### src/rtl/i2c_srx_pkg.sv
package i2c_srx_pkg;
  typedef enum logic [1:0] {BUS_NADDR, BUS_ADDR, BUS_DATA} srx_state_e;

  localparam logic [7:0] SC_OWN_W         = 8'h60;
  localparam logic [7:0] SC_OWN_W_AL      = 8'h68;
  localparam logic [7:0] SC_GC            = 8'h70;
  localparam logic [7:0] SC_GC_AL         = 8'h78;
  localparam logic [7:0] SC_OWN_DATA_ACK  = 8'h80;
  localparam logic [7:0] SC_OWN_DATA_NACK = 8'h88;
  localparam logic [7:0] SC_GC_DATA_ACK   = 8'h90;
  localparam logic [7:0] SC_GC_DATA_NACK  = 8'h98;
  localparam logic [7:0] SC_STOP_RS       = 8'hA0;
  localparam logic [7:0] SC_IDLE          = 8'hF8;
endpackage

### src/rtl/i2c_srx_sync.sv
module i2c_srx_sync #(
  parameter int WIDTH  = 2,
  parameter int STAGES = 2
) (
  input  logic             clk_i,
  input  logic             rst_ni,
  input  logic [WIDTH-1:0] d_i,
  output logic [WIDTH-1:0] q_o
);
  logic [WIDTH-1:0] stg [STAGES];

  for (genvar i = 0; i < STAGES; i++) begin : g_stage
    always_ff @(posedge clk_i or negedge rst_ni) begin
      if (!rst_ni) stg[i] <= '1;  // idle bus is high
      else if (i == 0) stg[i] <= d_i;
      else stg[i] <= stg[(i == 0) ? 0 : i-1];
    end
  end

  assign q_o = stg[STAGES-1];
endmodule

### src/rtl/i2c_srx_cond_det.sv
module i2c_srx_cond_det (
  input  logic clk_i,
  input  logic rst_ni,
  input  logic scl_s_i,
  input  logic sda_s_i,
  output logic scl_rise_o,
  output logic scl_fall_o,
  output logic start_o,
  output logic stop_o
);
  logic scl_q, sda_q;

  always_ff @(posedge clk_i or negedge rst_ni) begin
    if (!rst_ni) begin
      scl_q <= 1'b1;
      sda_q <= 1'b1;
    end else begin
      scl_q <= scl_s_i;
      sda_q <= sda_s_i;
    end
  end

  assign scl_rise_o = scl_s_i & ~scl_q;
  assign scl_fall_o = ~scl_s_i & scl_q;
  assign start_o    = scl_s_i & scl_q & sda_q & ~sda_s_i;
  assign stop_o     = scl_s_i & scl_q & ~sda_q & sda_s_i;
endmodule

### src/rtl/i2c_srx_byte_rx.sv
module i2c_srx_byte_rx #(
  parameter int DATA_W = 8
) (
  input  logic              clk_i,
  input  logic              rst_ni,
  input  logic              en_i,
  input  logic              restart_i,
  input  logic              scl_rise_i,
  input  logic              scl_fall_i,
  input  logic              sda_s_i,
  output logic [DATA_W-1:0] byte_o,
  output logic              ack_slot_o,
  output logic              done_o
);
  localparam int CNT_W = $clog2(DATA_W + 2);
  localparam logic [CNT_W-1:0] CNT_DATA = CNT_W'(DATA_W);
  localparam logic [CNT_W-1:0] CNT_ACK  = CNT_W'(DATA_W + 1);

  logic [CNT_W-1:0]  cnt_q;
  logic [DATA_W-1:0] sr_q;
  logic              run;

  assign run = en_i & ~restart_i;

  always_ff @(posedge clk_i or negedge rst_ni) begin
    if (!rst_ni) begin
      cnt_q <= '0;
      sr_q  <= '0;
    end else if (!run) begin
      cnt_q <= '0;
    end else if (scl_rise_i && cnt_q < CNT_DATA) begin
      sr_q  <= {sr_q[DATA_W-2:0], sda_s_i};
      cnt_q <= cnt_q + 1'b1;
    end else if (scl_rise_i && cnt_q == CNT_DATA) begin
      cnt_q <= CNT_ACK;
    end else if (scl_fall_i && cnt_q == CNT_ACK) begin
      cnt_q <= '0;
    end
  end

  assign byte_o     = sr_q;
  assign ack_slot_o = run & scl_fall_i & (cnt_q == CNT_DATA);
  assign done_o     = run & scl_fall_i & (cnt_q == CNT_ACK);
endmodule

### src/rtl/i2c_srx_ctrl.sv
module i2c_srx_ctrl
  import i2c_srx_pkg::*;
#(
  parameter int DATA_W = 8
) (
  input  logic              clk_i,
  input  logic              rst_ni,
  input  logic              start_i,
  input  logic              stop_i,
  input  logic              ack_slot_i,
  input  logic              done_i,
  input  logic [DATA_W-1:0] byte_i,
  input  logic [DATA_W-1:0] own_adr_i,
  input  logic              ack_en_i,
  input  logic              sta_req_i,
  input  logic              irq_clr_i,
  input  logic              arb_lost_i,
  output srx_state_e        state_o,
  output logic              irq_o,
  output logic [7:0]        stat_o,
  output logic [DATA_W-1:0] rx_data_o,
  output logic              sda_low_o,
  output logic              start_go_o
);
  srx_state_e        state_q;
  logic              irq_q, sda_low_q, gc_q, alost_q, busy_q, pend_q, go_q;
  logic [7:0]        stat_q;
  logic [DATA_W-1:0] rx_q;
  logic              gc_hit, own_hit, alost_now;
  logic [7:0]        addr_code, data_code;

  assign gc_hit    = (byte_i == '0) & own_adr_i[0];
  assign own_hit   = (byte_i != '0) & ~byte_i[0] &
                     (byte_i[DATA_W-1:1] == own_adr_i[DATA_W-1:1]);
  assign alost_now = alost_q | arb_lost_i;
  assign addr_code = gc_q ? (alost_now ? SC_GC_AL : SC_GC)
                          : (alost_now ? SC_OWN_W_AL : SC_OWN_W);
  assign data_code = gc_q ? (sda_low_q ? SC_GC_DATA_ACK : SC_GC_DATA_NACK)
                          : (sda_low_q ? SC_OWN_DATA_ACK : SC_OWN_DATA_NACK);

  always_ff @(posedge clk_i or negedge rst_ni) begin
    if (!rst_ni) begin
      state_q   <= BUS_NADDR;
      irq_q     <= 1'b0;
      stat_q    <= SC_IDLE;
      rx_q      <= '0;
      sda_low_q <= 1'b0;
      gc_q      <= 1'b0;
      alost_q   <= 1'b0;
      busy_q    <= 1'b0;
      pend_q    <= 1'b0;
      go_q      <= 1'b0;
    end else begin
      go_q <= 1'b0;
      if (arb_lost_i) alost_q <= 1'b1;

      if (irq_clr_i && irq_q) begin
        irq_q  <= 1'b0;
        stat_q <= SC_IDLE;
        if (state_q == BUS_NADDR && sta_req_i) pend_q <= 1'b1;
      end

      if (pend_q && !busy_q && !irq_q) begin
        go_q   <= 1'b1;
        pend_q <= 1'b0;
      end

      // bus events are assigned last so they win over a same-cycle clear
      if (start_i) begin
        busy_q    <= 1'b1;
        sda_low_q <= 1'b0;
        if (state_q == BUS_DATA) begin
          stat_q <= SC_STOP_RS;
          irq_q  <= 1'b1;
        end
        state_q <= BUS_ADDR;
      end else if (stop_i) begin
        busy_q    <= 1'b0;
        sda_low_q <= 1'b0;
        if (state_q == BUS_DATA) begin
          stat_q <= SC_STOP_RS;
          irq_q  <= 1'b1;
        end
        state_q <= BUS_NADDR;
      end else if (ack_slot_i) begin
        if (state_q == BUS_ADDR) begin
          if (ack_en_i && (own_hit || gc_hit)) begin
            sda_low_q <= 1'b1;
            gc_q      <= gc_hit;
          end else begin
            state_q <= BUS_NADDR;
          end
        end else if (state_q == BUS_DATA) begin
          sda_low_q <= ack_en_i;
        end
      end else if (done_i) begin
        sda_low_q <= 1'b0;
        irq_q     <= 1'b1;
        if (state_q == BUS_ADDR) begin
          stat_q  <= addr_code;
          alost_q <= 1'b0;
          state_q <= BUS_DATA;
        end else begin
          stat_q <= data_code;
          rx_q   <= byte_i;
          if (!sda_low_q) state_q <= BUS_NADDR;
        end
      end
    end
  end

  assign state_o    = state_q;
  assign irq_o      = irq_q;
  assign stat_o     = stat_q;
  assign rx_data_o  = rx_q;
  assign sda_low_o  = sda_low_q;
  assign start_go_o = go_q;
endmodule

### src/rtl/i2c_srx_engine.sv
module i2c_srx_engine
  import i2c_srx_pkg::*;
#(
  parameter int SYNC_STAGES = 2
) (
  input  logic       clk_i,
  input  logic       rst_ni,
  input  logic       scl_i,
  input  logic       sda_i,
  output logic       scl_low_o,
  output logic       sda_low_o,
  input  logic [7:0] own_adr_i,
  input  logic       ack_en_i,
  input  logic       sta_req_i,
  input  logic       irq_clr_i,
  input  logic       arb_lost_i,
  output logic       irq_o,
  output logic [7:0] stat_o,
  output logic [7:0] rx_data_o,
  output logic       start_go_o
);
  localparam int DATA_W = 8;

  logic [1:0]        bus_s;
  logic              scl_rise, scl_fall, start, stop, ack_slot, done;
  logic [DATA_W-1:0] byte_rx;
  srx_state_e        state;

  i2c_srx_sync #(.WIDTH(2), .STAGES(SYNC_STAGES)) u_sync (
    .clk_i, .rst_ni, .d_i({scl_i, sda_i}), .q_o(bus_s)
  );

  i2c_srx_cond_det u_cond (
    .clk_i, .rst_ni, .scl_s_i(bus_s[1]), .sda_s_i(bus_s[0]),
    .scl_rise_o(scl_rise), .scl_fall_o(scl_fall), .start_o(start), .stop_o(stop)
  );

  i2c_srx_byte_rx #(.DATA_W(DATA_W)) u_byte (
    .clk_i, .rst_ni, .en_i(state != BUS_NADDR), .restart_i(start),
    .scl_rise_i(scl_rise), .scl_fall_i(scl_fall), .sda_s_i(bus_s[0]),
    .byte_o(byte_rx), .ack_slot_o(ack_slot), .done_o(done)
  );

  i2c_srx_ctrl #(.DATA_W(DATA_W)) u_ctrl (
    .clk_i, .rst_ni, .start_i(start), .stop_i(stop), .ack_slot_i(ack_slot),
    .done_i(done), .byte_i(byte_rx), .own_adr_i, .ack_en_i, .sta_req_i,
    .irq_clr_i, .arb_lost_i, .state_o(state), .irq_o, .stat_o, .rx_data_o,
    .sda_low_o, .start_go_o
  );

  assign scl_low_o = irq_o;
endmodule

### config.mk
export PLATFORM = sky130hd
export DESIGN_NAME = i2c_srx_engine
export DESIGN_NICKNAME = d
export VERILOG_FILES = /design/src/rtl/i2c_srx_pkg.sv /design/src/rtl/i2c_srx_sync.sv /design/src/rtl/i2c_srx_cond_det.sv /design/src/rtl/i2c_srx_byte_rx.sv /design/src/rtl/i2c_srx_ctrl.sv /design/src/rtl/i2c_srx_engine.sv
export SDC_FILE = /design/constraint.sdc
export NUM_CORES = 1
export LEC_CHECK = 0
export BUFFER_PORTS_ARGS = -buffer_cell sky130_fd_sc_hd__buf_4
export CORE_ASPECT_RATIO = 1.1
export CORE_UTILIZATION = 50
export DETAILED_ROUTE_END_ITERATION = 8
export GPL_ROUTABILITY_DRIVEN = 0
export PLACE_DENSITY_LB_ADDON = 0.1
export SLEW_MARGIN = 40
export SYNTH_ARGS = -nofsm -noshare
export SYNTH_HDL_FRONTEND = slang
export SYNTH_SLANG_ARGS = --single-unit
### constraint.sdc
create_clock -name clk_i -period 5.6 [get_ports clk_i]
set_input_delay 0.56 -clock clk_i [delete_from_list [all_inputs] [get_ports clk_i]]
set_output_delay 0.56 -clock clk_i [all_outputs]
set_load 0.05 [all_outputs]
==> results by group <==
Timing
  • Actual slew at the worst max-slew pin: around 0.74 ns
  • Setup TNS: 0 ns
  • Peak Freq: 463 MHz
  • Slew margin rel.: about half
  • RSZ-0062 raised after global routing: no
  • Fin crit period: 2.16 ns
  • Period Utilization, post-route: approximately two fifths
  • Setup-failing EPs final: 0
  • Final Hold Fails: 0
  • Worst hold slack: roughly 0.24 ns
  • Final WS setup: 3.44 ns
  • Clk_skew: about 0.0060 ns
  • Final slew viol count: 0

Routing
  • WL/cell: around 14 um
  • DR iter-0 viols: 61
  • DRC Markers: 0
  • Final ANT Viol Nets: 0
  • Drt pass-1 iters: 4
  • Vias per inst: roughly 5.4
  • Routed WL: ~4 mm
  • Via Count: 1,477

Critical path
  • CP max FO: 9
  • CP Class: flop to flop
  • Critical Path RT: just under 6 ns
  • Worst Setup End Kind: flop
  • Crit path DAT: between 2 and 2.5 ns
  • Worst setup SP type: flop

Logic synthesis
  • Distinct cells, synth: ~40
  • Register area share after synthesis: between 50% and 60%
  • Syn_area_per_cell: between 10 and 15 um2
  • Post-synth EDFFs: 0
  • Syn. warnings: 0
  • Synth Flop Type: dfrtp_1
  • Post-synth ARST share: 100%
  • #FFs+latches synth: 43
  • Post-Syn Nets: between 200 and 250
  • Cells after Synth: between 150 and 200
  • Syn Std Cell Area: ~2000 um2

Run status
  • Status: completed

Cells and area
  • Non-Filler Instances: 275
  • Nets: 243
  • Most common cell after layout, fill and taps aside: buf_4
  • Most frequent cells in the layout: buf_4 (35), nand2_1 (34), dfrtp_1 (32)
  • Share of layout cells above drive strength 1: 26.2%
  • # diodes: 0
  • Finished Core Util: 63.8%
  • Layout area overhead: 19.3%

Clock tree
  • CTS root buf: clkbuf_8
  • CTS tree: yes
  • Worst-path clk slew: approximately 0.080 ns
  • Post-CTS setup buffers: 0
  • CTS Hold Bufs: 0
  • Skew-Pair Late Insertion Delay: ~0.29 ns
  • PostCTS Resize Cnt: 0
  • CTS buffer count: 5
  • H-tree depth: 2
  • Clock sink count: 43
  • CTS max path bufs: 2

Place
  • Placed instance count: 267
  • Post-DP HPWL: between 2 and 3 mm
  • Post-placement setup slack: about 3.5 ns
  • Port buffer count: 35

Die
  • I/O Pins: 36
  • Core Area: between 3000 and 4000 um2
  • Chip width: 62.3 um
  • Starting Density: between 50% and 60%
  • Die height: 68.3 um
  • Std cell rows: 23
  • Die Area: between 4000 and 5000 um2

Global routing
  • GRT overflow: 0
  • Vias in the first global route: 1,473
  • First-pass GRT wire length: 6.85 mm
  • Initial antenna violation count: 0
  • Largest net degree at the start of global routing: 44
  • GRT Total Usage: between 20% and 30%

Pwr
  • Leak: 1.16 nW
  • Worst vdd ir: about 210 uV
  • Power per cell area: 326 nW/um2

Hold path
  • Hold crit path type: primary input to async pin

Run
  • Max-cap violations: 0
final timing paths:
| kind | slack [ns] | end | startpoint | cells past startpoint |
|---|---|---|---|---|
| worst max-delay path | 3.44 | u_ctrl.rx_data_o[5] | u_byte.cnt_q[1] | 6 |
| worst min register to register | 0.36 | u_sync.q_o[1] | u_sync.stg[3] | 0 |
| worst min-delay path | 0.24 | u_ctrl.stat_o[0] | rst_ni | 1 |
| worst max register to register | 3.44 | u_ctrl.rx_data_o[5] | u_byte.cnt_q[1] | 6 |
| max in group asynchronous | 4.99 | u_cond.sda_q | rst_ni | 1 |
| min in group clk_i | 0.36 | u_sync.q_o[1] | u_sync.stg[3] | 0 |
critical path: stages (launching register included):
cell	delay (ns)
dfrtp_1	0.41
inv_1	0.09
ha_1	0.18
nor2b_1	0.24
nor3b_4	0.30
and2_1	0.45
mux2_1	0.38
kinds of logic (layout without fill, tap and decap cells):
family / after synthesis / in the layout / synth area share (%)
compound gates: 38 / 38 / 12.2
flops: 43 / 43 / 54.5
mux: 8 / 8 / 4.51
fa+ha+maj: 3 / 3 / 1.88
xor+xnor: 8 / 8 / 3.50
buf+inv: 13 / 50 / 3.25
simple gates: 75 / 75 / 20.2
synthesized netlist by cell type (all sizes together), types with 2 or more instances:
cell / number / area share (%)
o22ai: 4 / 1.3
and2: 7 / 2.2
a22o: 2 / 0.88
mux2: 8 / 4.5
inv: 7 / 1.3
dfstp: 11 / 14
dfrtp: 32 / 40
a2bb2oi: 2 / 0.88
ha: 3 / 1.9
nand3b: 2 / 1.4
nor2b: 3 / 0.94
nor3b: 4 / 2.1
nor3: 4 / 1.3
buf: 6 / 1.9
a21oi: 6 / 1.5
nand3: 4 / 1.0
a31oi: 2 / 0.63
nor4: 4 / 2.0
o21ai: 13 / 3.3
nand2: 34 / 6.4
xor2: 7 / 3.1
a211oi: 3 / 1.1
nor2: 10 / 2.0
layer usage:
layer	vias up	GRT usage (%)	share of wire (%)
met5	-	0	0
li1	720	-	-
met2	48	37.2	48
met3	6	6.33	4.8
met1	703	25.3	45
met4	0	7.56	1.4
per-stage QoR:
stage | cell area [um2] | total power (W)
2_1_floorplan | 2000 | 0.000517
3_3_place_gp | 2290 | 0.000567
3_5_place_dp | 2290 | 0.000573
4_1_cts | 2390 | 0.000784
5_1_grt | 2390 | 0.000824
6_report | 2390 | 0.000778
registers in the layout (all words and copies together), names as in the netlist:
register           flops
u_byte.byte_o          8
u_ctrl.sda_low_o       1
u_ctrl.start_go_o      1
u_sync.q_o             2
u_cond.sda_q           1
u_sync.stg             2
u_ctrl.state_o         2
u_ctrl.gc_q            1
u_ctrl.stat_o          8
u_ctrl.pend_q          1
u_ctrl.irq_o           1
u_cond.scl_q           1
u_ctrl.alost_q         1
u_ctrl.busy_q          1
u_byte.cnt_q           4
u_ctrl.rx_data_o       8
final cells by class:
class                   instances  area, um2
inverters                       7       26.3
multi-input cells             132        845
clock buffers                   8        100
fillers                       319       1360
flip-flops and latches         43       1090
repair buffers                 35        263
well taps                      50       62.6
power breakdown:
| group | internal (W) | switching [W] | total, W |
|---|---|---|---|
| registers | 0.000356 | 0.0000458 | 0.000402 |
| logic | 0.0000638 | 0.000101 | 0.000165 |
| clock network | 0.000112 | 0.0000984 | 0.000211 |
Power figures use the tool's default switching activity.
